==> src/rtl/seqc_pkg.sv <==
package seqc_pkg;
  localparam int VAL_W = 3;
  localparam int POS_W = 3;
  localparam int SEL_W = 2;

  typedef enum logic [SEL_W-1:0] {
    SEL_QUAD  = 2'd0,
    SEL_PAIR  = 2'd1,
    SEL_HUB   = 2'd2,
    SEL_ALIAS = 2'd3
  } sel_e;

  // Fold the spare selector code onto the first sequence.
  function automatic sel_e norm_sel(input logic [SEL_W-1:0] raw);
    sel_e s;
    s = sel_e'(raw);
    if (s == SEL_ALIAS) s = SEL_QUAD;
    return s;
  endfunction

  // Last legal position of each sequence.
  function automatic logic [POS_W-1:0] last_pos(input sel_e s);
    logic [POS_W-1:0] l;
    case (s)
      SEL_PAIR: l = 3'd7;
      SEL_HUB:  l = 3'd5;
      default:  l = 3'd3;
    endcase
    return l;
  endfunction

  // Output value for a position of a sequence.
  function automatic logic [VAL_W-1:0] entry(input sel_e s, input logic [POS_W-1:0] p);
    logic [VAL_W-1:0] v;
    case (s)
      SEL_PAIR: v = {1'b0, p[2:1]};
      SEL_HUB:  v = p[0] ? ({1'b0, p[2:1]} + 3'd1) : 3'd0;
      default: begin
        case (p[1:0])
          2'd0:    v = 3'd1;
          2'd1:    v = 3'd4;
          2'd2:    v = 3'd2;
          default: v = 3'd3;
        endcase
      end
    endcase
    return v;
  endfunction
endpackage

==> src/rtl/seqc_sel_latch.sv <==
module seqc_sel_latch
  import seqc_pkg::*;
(
  input  logic             clk,
  input  logic             rst,
  input  logic [SEL_W-1:0] sel_raw,
  output sel_e             sel_q
);
  always_ff @(posedge clk) begin
    if (rst) sel_q <= norm_sel(sel_raw);
  end
endmodule

==> src/rtl/seqc_stepper.sv <==
module seqc_stepper
  import seqc_pkg::*;
(
  input  logic             clk,
  input  logic             rst,
  input  logic             en,
  input  sel_e             sel_q,
  output logic [POS_W-1:0] pos,
  output logic             at_last,
  output logic             legal
);
  logic [POS_W-1:0] lim;
  logic [POS_W-1:0] pos_nxt;

  always_comb begin
    lim     = last_pos(sel_q);
    legal   = (pos <= lim);
    at_last = (pos == lim);
    if (!legal)       pos_nxt = '0;
    else if (!en)     pos_nxt = pos;
    else if (at_last) pos_nxt = '0;
    else              pos_nxt = pos + 1'b1;
  end

  always_ff @(posedge clk) begin
    if (rst) pos <= '0;
    else     pos <= pos_nxt;
  end
endmodule

==> src/rtl/seqc_decode.sv <==
module seqc_decode
  import seqc_pkg::*;
(
  input  sel_e             sel_q,
  input  logic [POS_W-1:0] pos,
  output logic [VAL_W-1:0] value
);
  always_comb value = entry(sel_q, pos);
endmodule

==> src/rtl/seq_counter.sv <==
module seq_counter
  import seqc_pkg::*;
(
  input  logic             clk,
  input  logic             rst,
  input  logic             en,
  input  logic [SEL_W-1:0] sel,
  output logic [VAL_W-1:0] value
);
  sel_e             sel_w;
  logic [POS_W-1:0] pos_w;
  logic             wrap_w;
  logic             legal_w;

  seqc_sel_latch u_latch (.clk(clk), .rst(rst), .sel_raw(sel), .sel_q(sel_w));

  seqc_stepper u_step (
    .clk(clk), .rst(rst), .en(en), .sel_q(sel_w),
    .pos(pos_w), .at_last(wrap_w), .legal(legal_w)
  );

  seqc_decode u_dec (.sel_q(sel_w), .pos(pos_w), .value(value));
endmodule

==> config.mk <==
export PLATFORM = sky130hd
export DESIGN_NAME = seq_counter
export DESIGN_NICKNAME = d
export VERILOG_FILES = /design/src/rtl/seqc_pkg.sv /design/src/rtl/seqc_sel_latch.sv /design/src/rtl/seqc_stepper.sv /design/src/rtl/seqc_decode.sv /design/src/rtl/seq_counter.sv
export SDC_FILE = /design/constraint.sdc
export NUM_CORES = 1
export LEC_CHECK = 0
export ABC_CLOCK_PERIOD_IN_PS = 2150
export BUFFER_PORTS_ARGS = -buffer_cell sky130_fd_sc_hd__buf_4
export CORE_AREA = 10 10 47 49
export DETAILED_ROUTE_END_ITERATION = 16
export DIE_AREA = 0 0 57 59
export MAX_ROUTING_LAYER = met4
export SKIP_LAST_GASP = 1
export SLEW_MARGIN = 10
export SYNTH_ARGS = -nofsm -noshare
export SYNTH_HDL_FRONTEND = slang
export SYNTH_SLANG_ARGS = --single-unit
export TNS_END_PERCENT = 5
==> constraint.sdc <==
create_clock -name clk -period 2.15 [get_ports clk]
set_clock_uncertainty 0.05 [all_clocks]
set_input_delay 0.1075 -clock clk [delete_from_list [all_inputs] [get_ports clk]]
set_output_delay 0.1075 -clock clk [all_outputs]
set_load 0.05 [all_outputs]
==> impl_metrics.toml, run 1 <==
[routing]
drc = 0
antenna_left = 0
wl_per_cell_um = 10.6
drt_iter0_markers = 5
drt_first_pass_iters = 4
viasPerCell = 4.79
vias = 340
wl_um = 751

[setup_path]
crit_path_max_fanout = 7
path_cells = "ha_1 -> ha_1 -> and3_4 -> o22a_2 -> nor2_1"
cp-endpoint = "u_step.pos[1]"
cp_slowest_stage_delay_ps = 410
timing.rr.start = "u_latch.sel_q[1]"
critPathMostFrequentCell = "ha_1"
critPathLaunchType = "flip-flop"
reg2reg_slack_ps = 410
worstPathRequired_ps = 2270
cp.arrival_ps = 1870
crit_start = "u_latch.sel_q[1]"
crit_type = "reg2reg"
reg2reg_to = "u_step.pos[1]"
slowest_stage = "edfxtp_1"
r2r_cells = 5
worstSetupEndpointType = "flip-flop"

[synthesis]
ys_seq_area_frac = 0.284
ys_ff_latch = 5
post-synth-top-area-cell = "ha_1"
synthTopCellsByCount = "10 x ha_1, 4 x inv_1, 4 x nor2_1"
syn_area_um2 = 423
synth_cells = 44
syn-num-nets = 59
yosysWarnings = 0
synth_edf_count = 2
synth_most_common_cell = "ha_1"
synth_cell_types = 19
synthArstFlopShare = 0
netlist_top_cells_area = "ha_1 30%, dfxtp_1 14%, edfxtp_1 14%"
yosysTopAreaCellShare = 0.296
synth_area_per_cell_um2 = 9.61
synth_flop_cell = "dfxtp_1"

[power_and_ir_drop]
irDropWorstVdd_mv = 0.359
p_leak_nw = 0.248
power.total_uw = 343
p_per_area_nw_per_um2 = 657

[floorplanning]
core-area_um2 = 1400
die-height_um = 59
num_rows = 14
pin_count = 8
initial_utilization = 0.302
die-area_um2 = 3360
die_w_um = 57

[grt]
grt_use_total = 0.0498
grt_first_pass_wirelength_mm = 1.28
grt_max_degree = 10
use_met2 = 0.0651
grt_util_met1 = 0.0573
overflow = 0
grt_pass1_vias = 314
grt_use_met3 = 0.0150
antenna_found_initial = 0
grt.busiest_layer = "met2"

[outcome]
run_status = "complete, no violations"

[sta]
fmax_ghz = 0.574
rsz0062_at_grt = "false"
relSlewSlack = 0.768
setup_viol_count_final = 0
setup_ws_ps = 408
finalHoldViolCount = 0
tightest_slew_ps = 347
setup_tns_ps = 0
period_minus_slack_ps = 1740
whs_ps = 37.3
fin_crit_sh = 0.810
final-max-slew-violation-count = 0

[final_layout]
nNetsFinal = 71
n_fill_cell = 155
n_antenna_cell = 0
synthToLayoutAreaGrowth_pct = 23.4
multiInputGateArea_um2 = 288
drive_gt1_frac = 0.255
seqCellArea_um2 = 120

[clock_tree]
clk_latency_ps = 240
ctsResizeCount = 0
clockRootBuffer = "clkbuf_4"
cts.sinks = 5
numCtsBuffers = 3
post_cts_buffers = 0
clock_path_buffers = 2
ctsHoldBuffers = 0
h-tree-depth = 1
path_clk_slew_ps = 40
cts_tree = "built"

[place]
dp_slack_ps = 415
hpwl_um = 630
gp_congestion = 0.740
portBuffers = 7

[hold_path]
hp-class = "in2reg"

[job]
cap_violations = 0
-- critical path, delay by kind of cell, from the launching register on --
family / cells / cell delay, ps
flip-flops: 1 / 410
adder cells (fa/ha/maj): 2 / 720
AO/OA/AOI/OAI: 1 / 200
AND/OR/NAND/NOR: 2 / 290
-- cell usage in the layout, fill, tap and decap left out, drive strengths merged --
cell,Yosys,routed
a21oi,3,3
a22oi,1,1
a32o,1,1
and3,1,1
buf,0,7
clkbuf,0,4
dfxtp,3,3
edfxtp,2,2
ha,10,10
inv,4,4
nand2,3,3
nand2b,1,1
nand3,2,2
nand4,1,1
nor2,4,4
nor2b,2,2
nor3,1,1
o21ai,2,2
o21bai,1,1
o22a,1,1
xnor2,1,1
-- sequential cells by signal (all words and copies together) (netlist names) --
register and count:
u_latch.sel_q 2, u_step.pos 3
-- cell families (layout without fill, tap and decap cells) --
family          count (synthesis)  count (layout)  share of synthesized area
compound gates                  9               9                      0.169
xor+xnor                        1               1                     0.0207
simple gates                   15              15                      0.195
buf+inv                         4              15                     0.0355
flops                           5               5                      0.284
fa+ha+maj                      10              10                      0.296
-- worst min-delay path by stage --
stage,end,cells past startpoint,startpoint,slack [ps]
after global placement,u_latch.sel_q[1],1,rst,280
final,u_latch.sel_q[1],1,rst,40
after floorplan,u_latch.sel_q[0],0,rst,170
after global routing,u_latch.sel_q[1],1,rst,30
after detailed placement,u_latch.sel_q[1],1,rst,280
after CTS,u_latch.sel_q[1],1,rst,30
-- routing by layer --
metal,wire (um),vias to the layer above,part of all wire
met5,0,-,0
met2,321,8,0.43
met3,32,0,0.043
met1,398,155,0.53
met4,0,0,0
li1,-,177,-
-- report_power, final --
group	switching, mW	internal (mW)	total (mW)
registers	0.0118	0.107	0.119
clock network	0.0382	0.0701	0.108
logic	0.0714	0.0446	0.116
total	0.121	0.221	0.343
-- stage by stage --
step / std cells / cell area [um2] / utilization
after floorplan: 44 / 423 / -
after global placement: 67 / 495 / 0.354
after detailed placement: 67 / 495 / 0.354
after CTS: 71 / 522 / 0.372
after global routing: 71 / 522 / 0.372
final: 71 / 522 / 0.372
-- layout make-up --
cell class,instances,share of cell area
timing repair buffer,7,0.101
inverter,4,0.0288
multi-input combinational,35,0.552
tap,16,0.0384
clock buffer,4,0.0504
sequential,5,0.230
No activity file was read; power rests on OpenSTA's default activity.
==> run 2, diff against run 1 <==
--- a/config.mk
+++ b/config.mk
@@ -5,7 +5,7 @@
 export SDC_FILE = /design/constraint.sdc
 export NUM_CORES = 1
 export LEC_CHECK = 0
-export ABC_CLOCK_PERIOD_IN_PS = 2150
+export ABC_CLOCK_PERIOD_IN_PS = 1500
 export BUFFER_PORTS_ARGS = -buffer_cell sky130_fd_sc_hd__buf_4
 export CORE_AREA = 10 10 47 49
 export DETAILED_ROUTE_END_ITERATION = 16
==> constraint.sdc (replaced) <==
create_clock -name clk -period 1.5 [get_ports clk]
set_clock_uncertainty 0.05 [all_clocks]
set_input_delay 0.075 -clock clk [delete_from_list [all_inputs] [get_ports clk]]
set_output_delay 0.075 -clock clk [all_outputs]
set_load 0.05 [all_outputs]
==> run 2 against run 1 <==
Compared with the run above:
- count of clock-buffer cells in the layout did not move
- register-to-register slack got worse by 500 ps
- power rose by 66%
- core utilization rose by 11 points
- combinational power rose by 120%
- largest power group is now combinational cells
- routed wire length rose by 12%
- non-clock buffer count rose by 8
- the run now ends with negative setup slack left
==> impl_metrics.toml, run 2 (same netlist as run 1, synthesis figures left out) <==
[grt]
grt_pass1_vias = 405
grt_util_met1 = 0.0647
grt_max_degree = 7
use_met2 = 0.0899
grt_first_pass_wirelength_mm = 1.61
grt.busiest_layer = "met2"
grt_use_met3 = 0.0258
grt_use_total = 0.0606
antenna_found_initial = 0
overflow = 0

[sta]
fin_crit_sh = 1.07
final-max-slew-violation-count = 0
setup_ws_ps = -111
tightest_slew_ps = 203
fmax_ghz = 0.621
finalHoldViolCount = 0
rsz0062_at_grt = "true"
period_minus_slack_ps = 1610
setup_viol_count_final = 6
relSlewSlack = 0.864

[clock_tree]
numCtsBuffers = 3
clock_path_buffers = 2
cts.sinks = 5
cts_tree = "built"
path_clk_slew_ps = 40
h-tree-depth = 1
clk_latency_ps = 240
clockRootBuffer = "clkbuf_4"

[final_layout]
n_antenna_cell = 0
final_cell_mix = "9 x buf_4, 6 x ha_1, 5 x buf_6"
synthToLayoutAreaGrowth_pct = 59.2
fin_util = 0.480
n_fill_cell = 139
largest_register = "u_step.pos"
final_area_um2 = 673
layout_commonest_cell = "buf_4"
largestRegisters = "u_step.pos: 3 flops, u_latch.sel_q: 2 flops"
nNetsFinal = 79
largest_reg_flops = 3
drive_gt1_frac = 0.524

[floorplanning]
core-area_um2 = 1400
initial_utilization = 0.302
num_rows = 14
die-height_um = 59
die-area_um2 = 3360
pin_count = 8
die_w_um = 57

[routing]
drt_iter0_markers = 2
drt_first_pass_iters = 2
antenna_left = 0
viasPerCell = 4.68
vias = 370
drc = 0
wl_per_cell_um = 10.7
wl_um = 843

[setup_path]
worstSetupEndpointType = "primary output"
crit_type = "reg2out"
timing.rr.start = "u_latch.sel_q[1]"
worstPathRequired_ps = 1370
crit_start = "u_latch.sel_q[1]"
crit_path_max_fanout = 6
cp.arrival_ps = 1490
critPathLaunchType = "flip-flop"

[outcome]
violations = "negative setup slack"
run_status = "complete, but fails checks"

[job]
cap_violations = 0

[power_and_ir_drop]
p_leak_nw = 0.301
irDropWorstVdd_mv = 0.463
p_per_area_nw_per_um2 = 844

[place]
hpwl_um = 656
portBuffers = 7
place_area_um2 = 544
dp_slack_ps = -132
gp_congestion = 0.784

[hold_path]
worstHoldStart = "sel[0]"
hp-class = "in2reg"
## run 2: metrics by stage
step / cells / TNS, ps / hold WS, ps / total power [mW]
after global routing: 79 / -952 / 61.8 / 0.614
after floorplan: 44 / -696 / 137 / 0.293
final: 79 / -528 / 60.1 / 0.568
after global placement: 73 / -234 / 247 / 0.363
after CTS: 78 / -592 / 52.0 / 0.547
after detailed placement: 73 / -359 / 248 / 0.367
## run 2: final cells by class
class | instances | area, um2 | area share
tap | 16 | 20.0 | 0.0297
multi-input combinational | 35 | 357 | 0.530
inverter | 4 | 15.0 | 0.0223
timing repair buffer | 15 | 134 | 0.199
clock buffer | 4 | 26.3 | 0.0390
sequential | 5 | 121 | 0.180
## run 2: critical path, cell delays in order, from the launching register on
cell      delay [ps]
edfxtp_1         380
buf_4            150
ha_4             270
buf_6            120
nor2_2            40
a21oi_2          100
buf_6            170
## run 2: final timing paths
path	end	slack, ps	depth (start not counted)
setup reg to reg	u_step.pos[2]	-90	6
hold / removal	u_latch.sel_q[1]	60	2
hold reg to reg	u_step.pos[2]	530	2
setup / recovery	value[1]	-110	6
## run 2: layer usage
metal | wire, um | part of all wire | up-vias
met4 | 27 | 0.032 | 0
met1 | 413 | 0.49 | 164
li1 | - | - | 194
met2 | 354 | 0.42 | 10
met3 | 47 | 0.056 | 2
met5 | 0 | 0 | -
## run 2: timing repair
item | CTS | global route
resized for setup | 8 | 10
buffers inserted | 0 | 1
pin swaps | 2 | 1
hold buffers | 1 | 0
endpoints found under the setup margin | 6 | 6
endpoints found under the hold margin | 2 | 0
## run 2: power by group
group	switching (mW)	internal, mW	total (mW)	leakage [nW]
clock	0.0550	0.101	0.155	0.0150
combinational	0.134	0.116	0.250	0.242
sequential	0.00923	0.153	0.163	0.0444
total	0.198	0.370	0.568	0.301
==> run 3, diff against run 2 <==
--- a/config.mk
+++ b/config.mk
@@ -5,7 +5,7 @@
 export SDC_FILE = /design/constraint.sdc
 export NUM_CORES = 1
 export LEC_CHECK = 0
-export ABC_CLOCK_PERIOD_IN_PS = 1500
+export ABC_CLOCK_PERIOD_IN_PS = 1340
 export BUFFER_PORTS_ARGS = -buffer_cell sky130_fd_sc_hd__buf_4
 export CORE_AREA = 10 10 47 49
 export DETAILED_ROUTE_END_ITERATION = 16
==> constraint.sdc (replaced) <==
create_clock -name clk -period 1.34 [get_ports clk]
set_clock_uncertainty 0.05 [all_clocks]
set_input_delay 0.067 -clock clk [delete_from_list [all_inputs] [get_ports clk]]
set_output_delay 0.067 -clock clk [all_outputs]
set_load 0.05 [all_outputs]
==> run 3 against run 2 <==
Compared with the run above:
- the run still ends with negative setup slack left
- power rose by 16%
- routed wire length rose by 18%
- flip-flop and latch count did not move
- via count rose by 0.54%
- critical path type unchanged
- count of clock-buffer cells in the layout did not move
- clock power rose by 14%
==> impl_metrics.toml, run 3 (same netlist as run 1, synthesis figures left out) <==
[outcome]
run_status = "complete, but fails checks"
violations = "negative setup slack"

[grt]
grt_use_total = 0.0642
grt_max_degree = 7
grt_pass1_vias = 398
overflow = 0
antenna_found_initial = 0
grt_first_pass_wirelength_mm = 1.70

[final_layout]
largest_register = "u_step.pos"
fin_util = 0.497
final_cell_count_no_fill = 81
largestRegisters = "u_step.pos: 3 flops, u_latch.sel_q: 2 flops"
n_antenna_cell = 0
nNetsFinal = 81
synthToLayoutAreaGrowth_pct = 64.8
layout_commonest_cell = "buf_4"
drive_gt1_frac = 0.554
final_cell_mix = "11 x buf_4, 6 x ha_1, 5 x buf_6"
largest_reg_flops = 3

[setup_path]
crit_path_max_fanout = 6
reg2reg_slack_ps = -260
cp.arrival_ps = 1510
path_cells = "ha_4 -> buf_6 -> nor2_4 -> a21oi_2 -> buf_6"
worstPathRequired_ps = 1220
crit_type = "reg2out"
critPathLaunchType = "flip-flop"
r2r_cells = 5
slowest_stage = "edfxtp_1"
critPathMostFrequentCell = "buf_6"
reg2reg_to = "u_step.pos[1]"
timing.rr.start = "u_latch.sel_q[1]"
cpLargestDelayFamily = "flip-flops"
cp_num_buf_inv = 2
worstSetupEndpointType = "primary output"
cp_slowest_stage_delay_ps = 480

[place]
dp_slack_ps = -188
portBuffers = 7
gp_congestion = 0.754
place_inst = 76
hpwl_um = 746

[routing]
route.met3.wl_um = 46
wl_met2_um = 458
drt_first_pass_iters = 2
wl_met1_um = 490
drc = 0
antenna_left = 0
vias = 372
viasPerCell = 4.59
wl_per_cell_um = 12.3
drt_iter0_markers = 3
top_layer = "met3"
wl_um = 994

[hold_path]
hold_end = "u_latch.sel_q[0]"
hold_path_depth = 2
worstHoldStart = "sel[1]"
hp-class = "in2reg"

[floorplanning]
die_w_um = 57
num_rows = 14
die-area_um2 = 3360
die-height_um = 59
pin_count = 8
core-area_um2 = 1400
initial_utilization = 0.302

[sta]
fin_crit_sh = 1.21
rsz0062_at_grt = "true"
relSlewSlack = 0.854
setup_ws_ps = -284
tightest_slew_ps = 219
final-max-slew-violation-count = 0
period_minus_slack_ps = 1620
setup_viol_count_final = 6
finalHoldViolCount = 0
fmax_ghz = 0.616

[clock_tree]
h-tree-depth = 1
clock_path_buffers = 2
cts_tree = "built"
numCtsBuffers = 3
cts.sinks = 5
path_clk_slew_ps = 40
clockRootBuffer = "clkbuf_4"
clk_latency_ps = 240
post_cts_buffers = 0

[job]
cap_violations = 0

[power_and_ir_drop]
p_per_area_nw_per_um2 = 944
p_leak_nw = 0.312
irDropWorstVdd_mv = 0.405
power.total_uw = 658
[run 3: worst max-delay path by stage]
stage                     startpoint       endpoint  slack (ps)  depth (start not counted)
floorplan           u_latch.sel_q[1]       value[0]        -220                          4
global placement    u_latch.sel_q[0]  u_step.pos[2]        -170                          6
detailed placement  u_latch.sel_q[0]  u_step.pos[2]        -190                          6
CTS                 u_latch.sel_q[1]       value[1]        -290                          5
global route        u_latch.sel_q[0]       value[1]        -340                          7
finish              u_latch.sel_q[1]       value[1]        -280                          5
[run 3: layout make-up]
| type | count | area (um2) |
|---|---|---|
| Inverter | 4 | 15.0 |
| Timing Repair Buffer | 17 | 149 |
| Sequential cell | 5 | 120 |
| Tap cell | 16 | 20.0 |
| Fill cell | 140 | 704 |
| Multi-Input combinational cell | 35 | 367 |
| Clock buffer | 4 | 26.3 |
[run 3: through the flow]
stage	setup TNS [ps]	area (um2)	hold slack [ps]
after floorplan	-823	459	129
after detailed placement	-735	599	245
after global placement	-649	599	241
after global routing	-1920	697	45.7
after CTS	-1640	688	42.7
final	-1580	697	50.2
[run 3: where the power goes]
part	switching, mW	internal [mW]	total [mW]
Clock	0.0633	0.113	0.176
Sequential	0.0120	0.171	0.183
Combinational	0.159	0.139	0.298
Total	0.234	0.423	0.658
[run 3: worst reg2reg max path, delay by kind of cell (launching register included)]
family / cells / cell delay (ps)
AOI/OAI and AO/OA: 1 / 200
adders and majority gates: 2 / 540
and+or+nand+nor: 2 / 270
DFF: 1 / 480
[run 3: per-layer routing]
metal	GRT usage	vias to the layer above
met1	0.0743	163
met4	0.0403	0
met2	0.0961	10
met5	-	-
li1	-	199
met3	0.0172	0
[run 3: what timing repair did]
item,4_1_cts,5_1_grt
hold buffers,1,0
endpoints found under the setup margin,6,6
endpoints found under the hold margin,2,0
gates resized for setup,13,2
pin swaps,3,3
cloned,0,0
